[src/rtl/tl_pkg.sv]
package tl_pkg;
  localparam int ADDR_W = 5;
  localparam int CMD_W  = 7;

  typedef enum logic [1:0] {
    ROLE_NONE   = 2'b00,
    ROLE_LISTEN = 2'b01,
    ROLE_TALK   = 2'b10,
    ROLE_BOTH   = 2'b11
  } role_code_e;
endpackage

[src/rtl/tl_sync.sv]
module tl_sync #(
  parameter int W = 1,
  parameter logic [W-1:0] RST_VAL = '0
) (
  input  logic         clk,
  input  logic         rst_n,
  input  logic [W-1:0] d,
  output logic [W-1:0] q
);
  logic [W-1:0] stage1;

  always_ff @(posedge clk or negedge rst_n) begin
    if (!rst_n) begin
      stage1 <= RST_VAL;
      q      <= RST_VAL;
    end else begin
      stage1 <= d;
      q      <= stage1;
    end
  end
endmodule

[src/rtl/tl_edge.sv]
module tl_edge #(
  parameter bit RISE = 1'b1,
  parameter bit IDLE = 1'b0
) (
  input  logic clk,
  input  logic rst_n,
  input  logic lvl,
  output logic evt
);
  logic prev;

  always_ff @(posedge clk or negedge rst_n) begin
    if (!rst_n) prev <= IDLE;
    else        prev <= lvl;
  end

  generate
    if (RISE) begin : g_rise
      assign evt = lvl & ~prev;
    end else begin : g_fall
      assign evt = ~lvl & prev;
    end
  endgenerate
endmodule

[src/rtl/tl_decode.sv]
module tl_decode
  import tl_pkg::*;
(
  input  logic [ADDR_W-1:0] my_addr,
  input  logic [CMD_W-1:0]  cmd,
  output logic              hit_listen,
  output logic              hit_talk
);
  role_code_e role;
  logic       addr_match;

  always_comb begin
    role       = role_code_e'(cmd[CMD_W-1 -: 2]);
    addr_match = (cmd[ADDR_W-1:0] == my_addr);
    hit_listen = addr_match && (role == ROLE_LISTEN);
    hit_talk   = addr_match && (role == ROLE_TALK);
  end
endmodule

[src/rtl/tl_ack_pulse.sv]
module tl_ack_pulse #(
  parameter int CYC = 4
) (
  input  logic clk,
  input  logic rst_n,
  input  logic fire,
  output logic ack_n
);
  localparam int CW = $clog2(CYC + 1);
  localparam logic [CW-1:0] LOAD = CW'(CYC);

  logic [CW-1:0] cnt;

  always_ff @(posedge clk or negedge rst_n) begin
    if (!rst_n)         cnt <= '0;
    else if (fire)      cnt <= LOAD;
    else if (cnt != '0) cnt <= cnt - 1'b1;
  end

  assign ack_n = (cnt == '0);
endmodule

[src/rtl/talk_listen_detect.sv]
module talk_listen_detect
  import tl_pkg::*;
#(
  parameter int ACK_CYCLES = 4
) (
  input  logic              clk,
  input  logic              rst_n,
  input  logic [ADDR_W-1:0] my_addr_i,
  input  logic [CMD_W-1:0]  cmd_lines_i,
  input  logic              cmd_qual_i,
  input  logic              unlisten_i,
  input  logic              bus_rst_n_i,
  input  logic              untalk_i,
  output logic              listen_o,
  output logic              talk_o,
  output logic              talk_n_o,
  output logic              listen_ack_n_o,
  output logic              talk_ack_n_o
);
  localparam int SW = CMD_W + 4;
  // control bit order in the synchronised vector: qual, unlisten, bus reset, untalk
  localparam logic [SW-1:0] SYNC_RST = SW'(4'b0010);

  logic [SW-1:0]    raw_in, sync_out;
  logic [CMD_W-1:0] cmd_s;
  logic qual_s, unl_s, brst_s, ut_s;
  logic qual_rise, qual_fall, unl_rise, brst_fall, ut_rise;
  logic hit_listen, hit_talk;
  logic clr_listen, clr_talk, set_listen, set_talk;
  logic listen_q, talk_q, talk_n_q, tack_n_q;

  assign raw_in = {cmd_lines_i, cmd_qual_i, unlisten_i, bus_rst_n_i, untalk_i};

  tl_sync #(.W(SW), .RST_VAL(SYNC_RST)) u_sync (
    .clk(clk), .rst_n(rst_n), .d(raw_in), .q(sync_out)
  );

  assign cmd_s  = sync_out[SW-1:4];
  assign qual_s = sync_out[3];
  assign unl_s  = sync_out[2];
  assign brst_s = sync_out[1];
  assign ut_s   = sync_out[0];

  tl_edge #(.RISE(1'b1), .IDLE(1'b0)) u_qual_r (.clk(clk), .rst_n(rst_n), .lvl(qual_s), .evt(qual_rise));
  tl_edge #(.RISE(1'b0), .IDLE(1'b0)) u_qual_f (.clk(clk), .rst_n(rst_n), .lvl(qual_s), .evt(qual_fall));
  tl_edge #(.RISE(1'b1), .IDLE(1'b0)) u_unl_r  (.clk(clk), .rst_n(rst_n), .lvl(unl_s),  .evt(unl_rise));
  tl_edge #(.RISE(1'b0), .IDLE(1'b1)) u_brst_f (.clk(clk), .rst_n(rst_n), .lvl(brst_s), .evt(brst_fall));
  tl_edge #(.RISE(1'b1), .IDLE(1'b0)) u_ut_r   (.clk(clk), .rst_n(rst_n), .lvl(ut_s),   .evt(ut_rise));

  tl_decode u_dec (
    .my_addr(my_addr_i), .cmd(cmd_s), .hit_listen(hit_listen), .hit_talk(hit_talk)
  );

  // a clear beats a set arriving in the same cycle
  assign clr_listen = unl_rise | brst_fall;
  assign clr_talk   = ut_rise  | brst_fall;
  assign set_listen = qual_rise & hit_listen & ~clr_listen;
  assign set_talk   = qual_rise & hit_talk   & ~clr_talk;

  always_ff @(posedge clk or negedge rst_n) begin
    if (!rst_n) begin
      listen_q <= 1'b0;
      talk_q   <= 1'b0;
      talk_n_q <= 1'b1;
      tack_n_q <= 1'b1;
    end else begin
      if (clr_listen)      listen_q <= 1'b0;
      else if (set_listen) listen_q <= 1'b1;

      if (clr_talk) begin
        talk_q   <= 1'b0;
        talk_n_q <= 1'b1;
      end else if (set_talk) begin
        talk_q   <= 1'b1;
        talk_n_q <= 1'b0;
      end

      if (clr_talk || qual_fall) tack_n_q <= 1'b1;
      else if (set_talk)         tack_n_q <= 1'b0;
    end
  end

  tl_ack_pulse #(.CYC(ACK_CYCLES)) u_lack (
    .clk(clk), .rst_n(rst_n), .fire(set_listen), .ack_n(listen_ack_n_o)
  );

  assign listen_o     = listen_q;
  assign talk_o       = talk_q;
  assign talk_n_o     = talk_n_q;
  assign talk_ack_n_o = tack_n_q;
endmodule

[config.mk]
export PLATFORM = sky130hd
export DESIGN_NAME = talk_listen_detect
export DESIGN_NICKNAME = d
export VERILOG_FILES = /design/src/rtl/tl_pkg.sv /design/src/rtl/tl_sync.sv /design/src/rtl/tl_edge.sv /design/src/rtl/tl_decode.sv /design/src/rtl/tl_ack_pulse.sv /design/src/rtl/talk_listen_detect.sv
export SDC_FILE = /design/constraint.sdc
export NUM_CORES = 1
export LEC_CHECK = 0
export BUFFER_PORTS_ARGS = -buffer_cell sky130_fd_sc_hd__buf_2
export CAP_MARGIN = 20
export CORE_AREA = 2 2 58 44
export CTS_CLUSTER_SIZE = 10
export DETAILED_ROUTE_END_ITERATION = 10
export DIE_AREA = 0 0 60 46
export GPL_TIMING_DRIVEN = 0
export PLACE_DENSITY = 0.73
export SLEW_MARGIN = 30
export SYNTH_ARGS = -nofsm -noshare
export SYNTH_HDL_FRONTEND = slang
export SYNTH_SLANG_ARGS = --single-unit
[constraint.sdc]
create_clock -name clk -period 2.1 [get_ports clk]
set_clock_uncertainty 0.1 [all_clocks]
set_input_delay 0.105 -clock clk [delete_from_list [all_inputs] [get_ports clk]]
set_output_delay 0.105 -clock clk [all_outputs]
set_load 0.1 [all_outputs]
==> flow_summary.toml <==
[yosys]
synth_area_sq_um = 1080
synth_xor_area_frac = 0.0487
yosysTopAreaCell = "dfrtp_1"
synth-edff-count = 0
syn_nets = 92
ys_warn_count = 0
synth.distinct_cells = 19
synthSimpleGateAreaFrac = 0.0882
ys_top_cells_by_area = "dfrtp_1 65%, dfstp_2 12%, xor2_1 4.1%, ha_1 2.3%, inv_1 2.1%"
yosysTopAreaCellShare = 0.650
synth-adder-area-share = 0.0232
synth.area.mux_share = 0.00928
synth_top_family_by_area = "simple AND/OR/NAND/NOR gates"
synth_compound_area_frac = 0.0383
synth_seq_cells = 33
synthFlopType = "dfrtp_1"
synth_async_sr_flop_share = 1.00
seq_area_frac_synth = 0.771
syn_avg_cell_area_sq_um = 15.0
synth_cells = 72

[setup_path]
rrSetupSlack_ns = 0.59
worstSetupStartpointType = "register"
reg2regPathDepth = 4
crit_path_start = "u_lack.cnt[0]"
worstPathArrival_ns = 1.65
required_ns = 1.89
r2r-end = "talk_ack_n_o"
critPathCaptureType = "output pin"
r2r_start = "u_sync.q[8]"
cp_max_fo = 4
worstSetupPathType = "register to output pin"
timing.critical_path.to = "listen_ack_n_o"

[detailed_routing]
dr.first_iter.drc_count = 7
num_vias = 638
drt-total-wl_um = 1610
drc = 0
wire_per_inst_um = 10.9
drt_pre_antenna_iters = 2
drtAntennaViolNets = 0
viasPerCell = 4.31

[power_and_ir_drop]
vdd_ir_drop_max_v = 0.000612
p_seq_frac = 0.516
power.switching_mw = 0.400
clkPwrFrac = 0.282
power.density_nw_per_um2 = 981
p_int_mw = 0.997
p_comb_frac = 0.203
sw_frac_of_total = 0.287
leakage_nw = 0.687

[sta]
whs_ns = 0.185
slew_headroom = 0.558
fin_setup_tns_ns = 0
fmax_mhz = 539
setup_viol_count_final = 0
hold_viol = 0
tightest_slew_ns = 0.663
fin_crit_ns = 1.85
post-route-period-util = 0.883
slew_violations = 0
rsz0062_at_grt = "no"

[floorplanning]
chipWidth_um = 60
die_y_um = 46
core_sq_um = 2270
die-area_sq_um = 2760
start_util = 0.475
io_pins = 23
row_count = 15

[clock_network]
clock-sinks = 33
cts_buffers = 5
clkSlewWorstSetupHoldPaths_ns = 0.09
h-tree-depth = 2
clockBufferDepth = 2
root_buffer = "clkbuf_4"
cts_setup_buffers = 0
clock_latency_ns = 0.33
cts_tree = "yes"
cts_resized = 0

[placement]
place.gp.congestion = 0.700
dpl.hpwl_um = 1080
port_buffers = 22

[cells_and_area]
top_regs = "u_sync.q (11), u_sync.stage1 (11), u_lack.cnt (3)"
drive_above_1_share = 0.325
nets = 133
antenna_cells_inserted = 0
syn2layout_area_growth_pct = 32.0

[run_status]
status = "finished clean"

[hold_path]
hold_class = "primary input to register"

[global_routing]
globalRoute.totalOverflow = 0
grt.total_usage = 0.152
antenna_found_initial = 0
grt_max_degree = 34
grt_pass1_vias = 675
grt_pass1_wl_um = 2740

[job]
maxCapViolCount = 0
cell usage after synthesis, drive strengths merged, types with 2 or more instances:
| cell type | count |
|---|---|
| dfstp | 5 |
| dfrtp | 28 |
| a21oi | 3 |
| nor2b | 3 |
| xor2 | 5 |
| nand2 | 3 |
| nor4 | 2 |
| inv | 6 |
| a21o | 2 |
| ha | 2 |
| nor2 | 6 |
per-stage QoR:
step	cells	cell area, sq um	power (mW)	util	worst slack, ns
final	148	1420	1.40	0.627	0.246
after global placement	128	1230	0.988	0.543	0.580
after floorplan	72	1080	0.937	-	0.123
after detailed placement	128	1230	1.00	0.543	0.585
after CTS	148	1420	1.42	0.627	0.228
after global routing	148	1420	1.47	0.627	0.155
metal layers:
layer / GRT usage / up-vias / routed length [um]
met3: 0.0881 / 5 / 111
li1: - / 313 / -
met4: 0.0978 / 0 / 44
met5: 0 / - / 0
met2: 0.241 / 19 / 793
met1: 0.155 / 301 / 660
kinds of logic (layout without fill, tap and decap cells):
family / count (synthesis) / in the layout
flip-flops: 33 / 33
multiplexers: 1 / 1
XOR/XNOR: 6 / 6
adder cells (fa/ha/maj): 2 / 2
AO/OA/AOI/OAI: 6 / 6
AND/OR/NAND/NOR: 18 / 18
buffers and inverters: 6 / 48
power by group through the flow:
stage               Sequential [mW]  Combinational, mW  Clock (mW)
global route                  0.728              0.311       0.433
global placement              0.729              0.259           0
detailed placement            0.734              0.270           0
CTS                           0.722              0.288       0.406
finish                        0.721              0.283       0.393
floorplan                     0.729              0.207           0
worst min path at each step:
stage,start,to,slack (ns),cells after the start
after floorplan,rst_n,listen_o,-0.29,0
after global placement,rst_n,u_sync.stage1[3],0.07,1
after detailed placement,rst_n,u_sync.stage1[0],0.08,1
after CTS,my_addr_i[4],u_lack.cnt[2],0.18,5
after global routing,my_addr_i[0],u_lack.cnt[2],0.21,5
final,my_addr_i[0],u_lack.cnt[2],0.18,5
layout by cell type, fill, tap and decap left out:
master	instances
xor2_1	5
a21o_1	1
nand2b_1	1
dfstp_2	5
buf_2	22
clkinv_2	1
inv_1	6
ha_1	2
dlygate4sd3_1	12
and4_1	1
nor4_1	2
a21o_2	1
dfrtp_1	28
nand4_1	1
mux2i_1	1
nand2_1	3
nor2b_1	2
nor2_1	6
a221o_1	1
clkbuf_4	5
nand4b_1	1
nor2b_2	1
a21oi_1	3
xnor2_1	1
clkbuf_8	2
area by class of cell:
| type | instances | area, sq um |
|---|---|---|
| Inverter | 6 | 22.5 |
| Clock inverter | 1 | 5.00 |
| Multi-Input combinational cell | 33 | 226 |
| Clock buffer | 7 | 65.1 |
| Fill cell | 180 | 847 |
| Timing Repair Buffer | 34 | 230 |
| Sequential cell | 33 | 832 |
| Tap cell | 34 | 42.5 |
critical path, stage by stage (launching register included):
cell     delay [ns]
dfrtp_1        0.38
inv_1          0.11
ha_1           0.17
nor2b_2        0.21
buf_2          0.46
repair_timing:
action / 4_1_cts / 5_1_grt
hold endpoints to repair: 39 / 0
endpoints found under the setup margin: 0 / 0
hold buffers: 12 / 0
No activity file was read; power rests on OpenSTA's default activity.
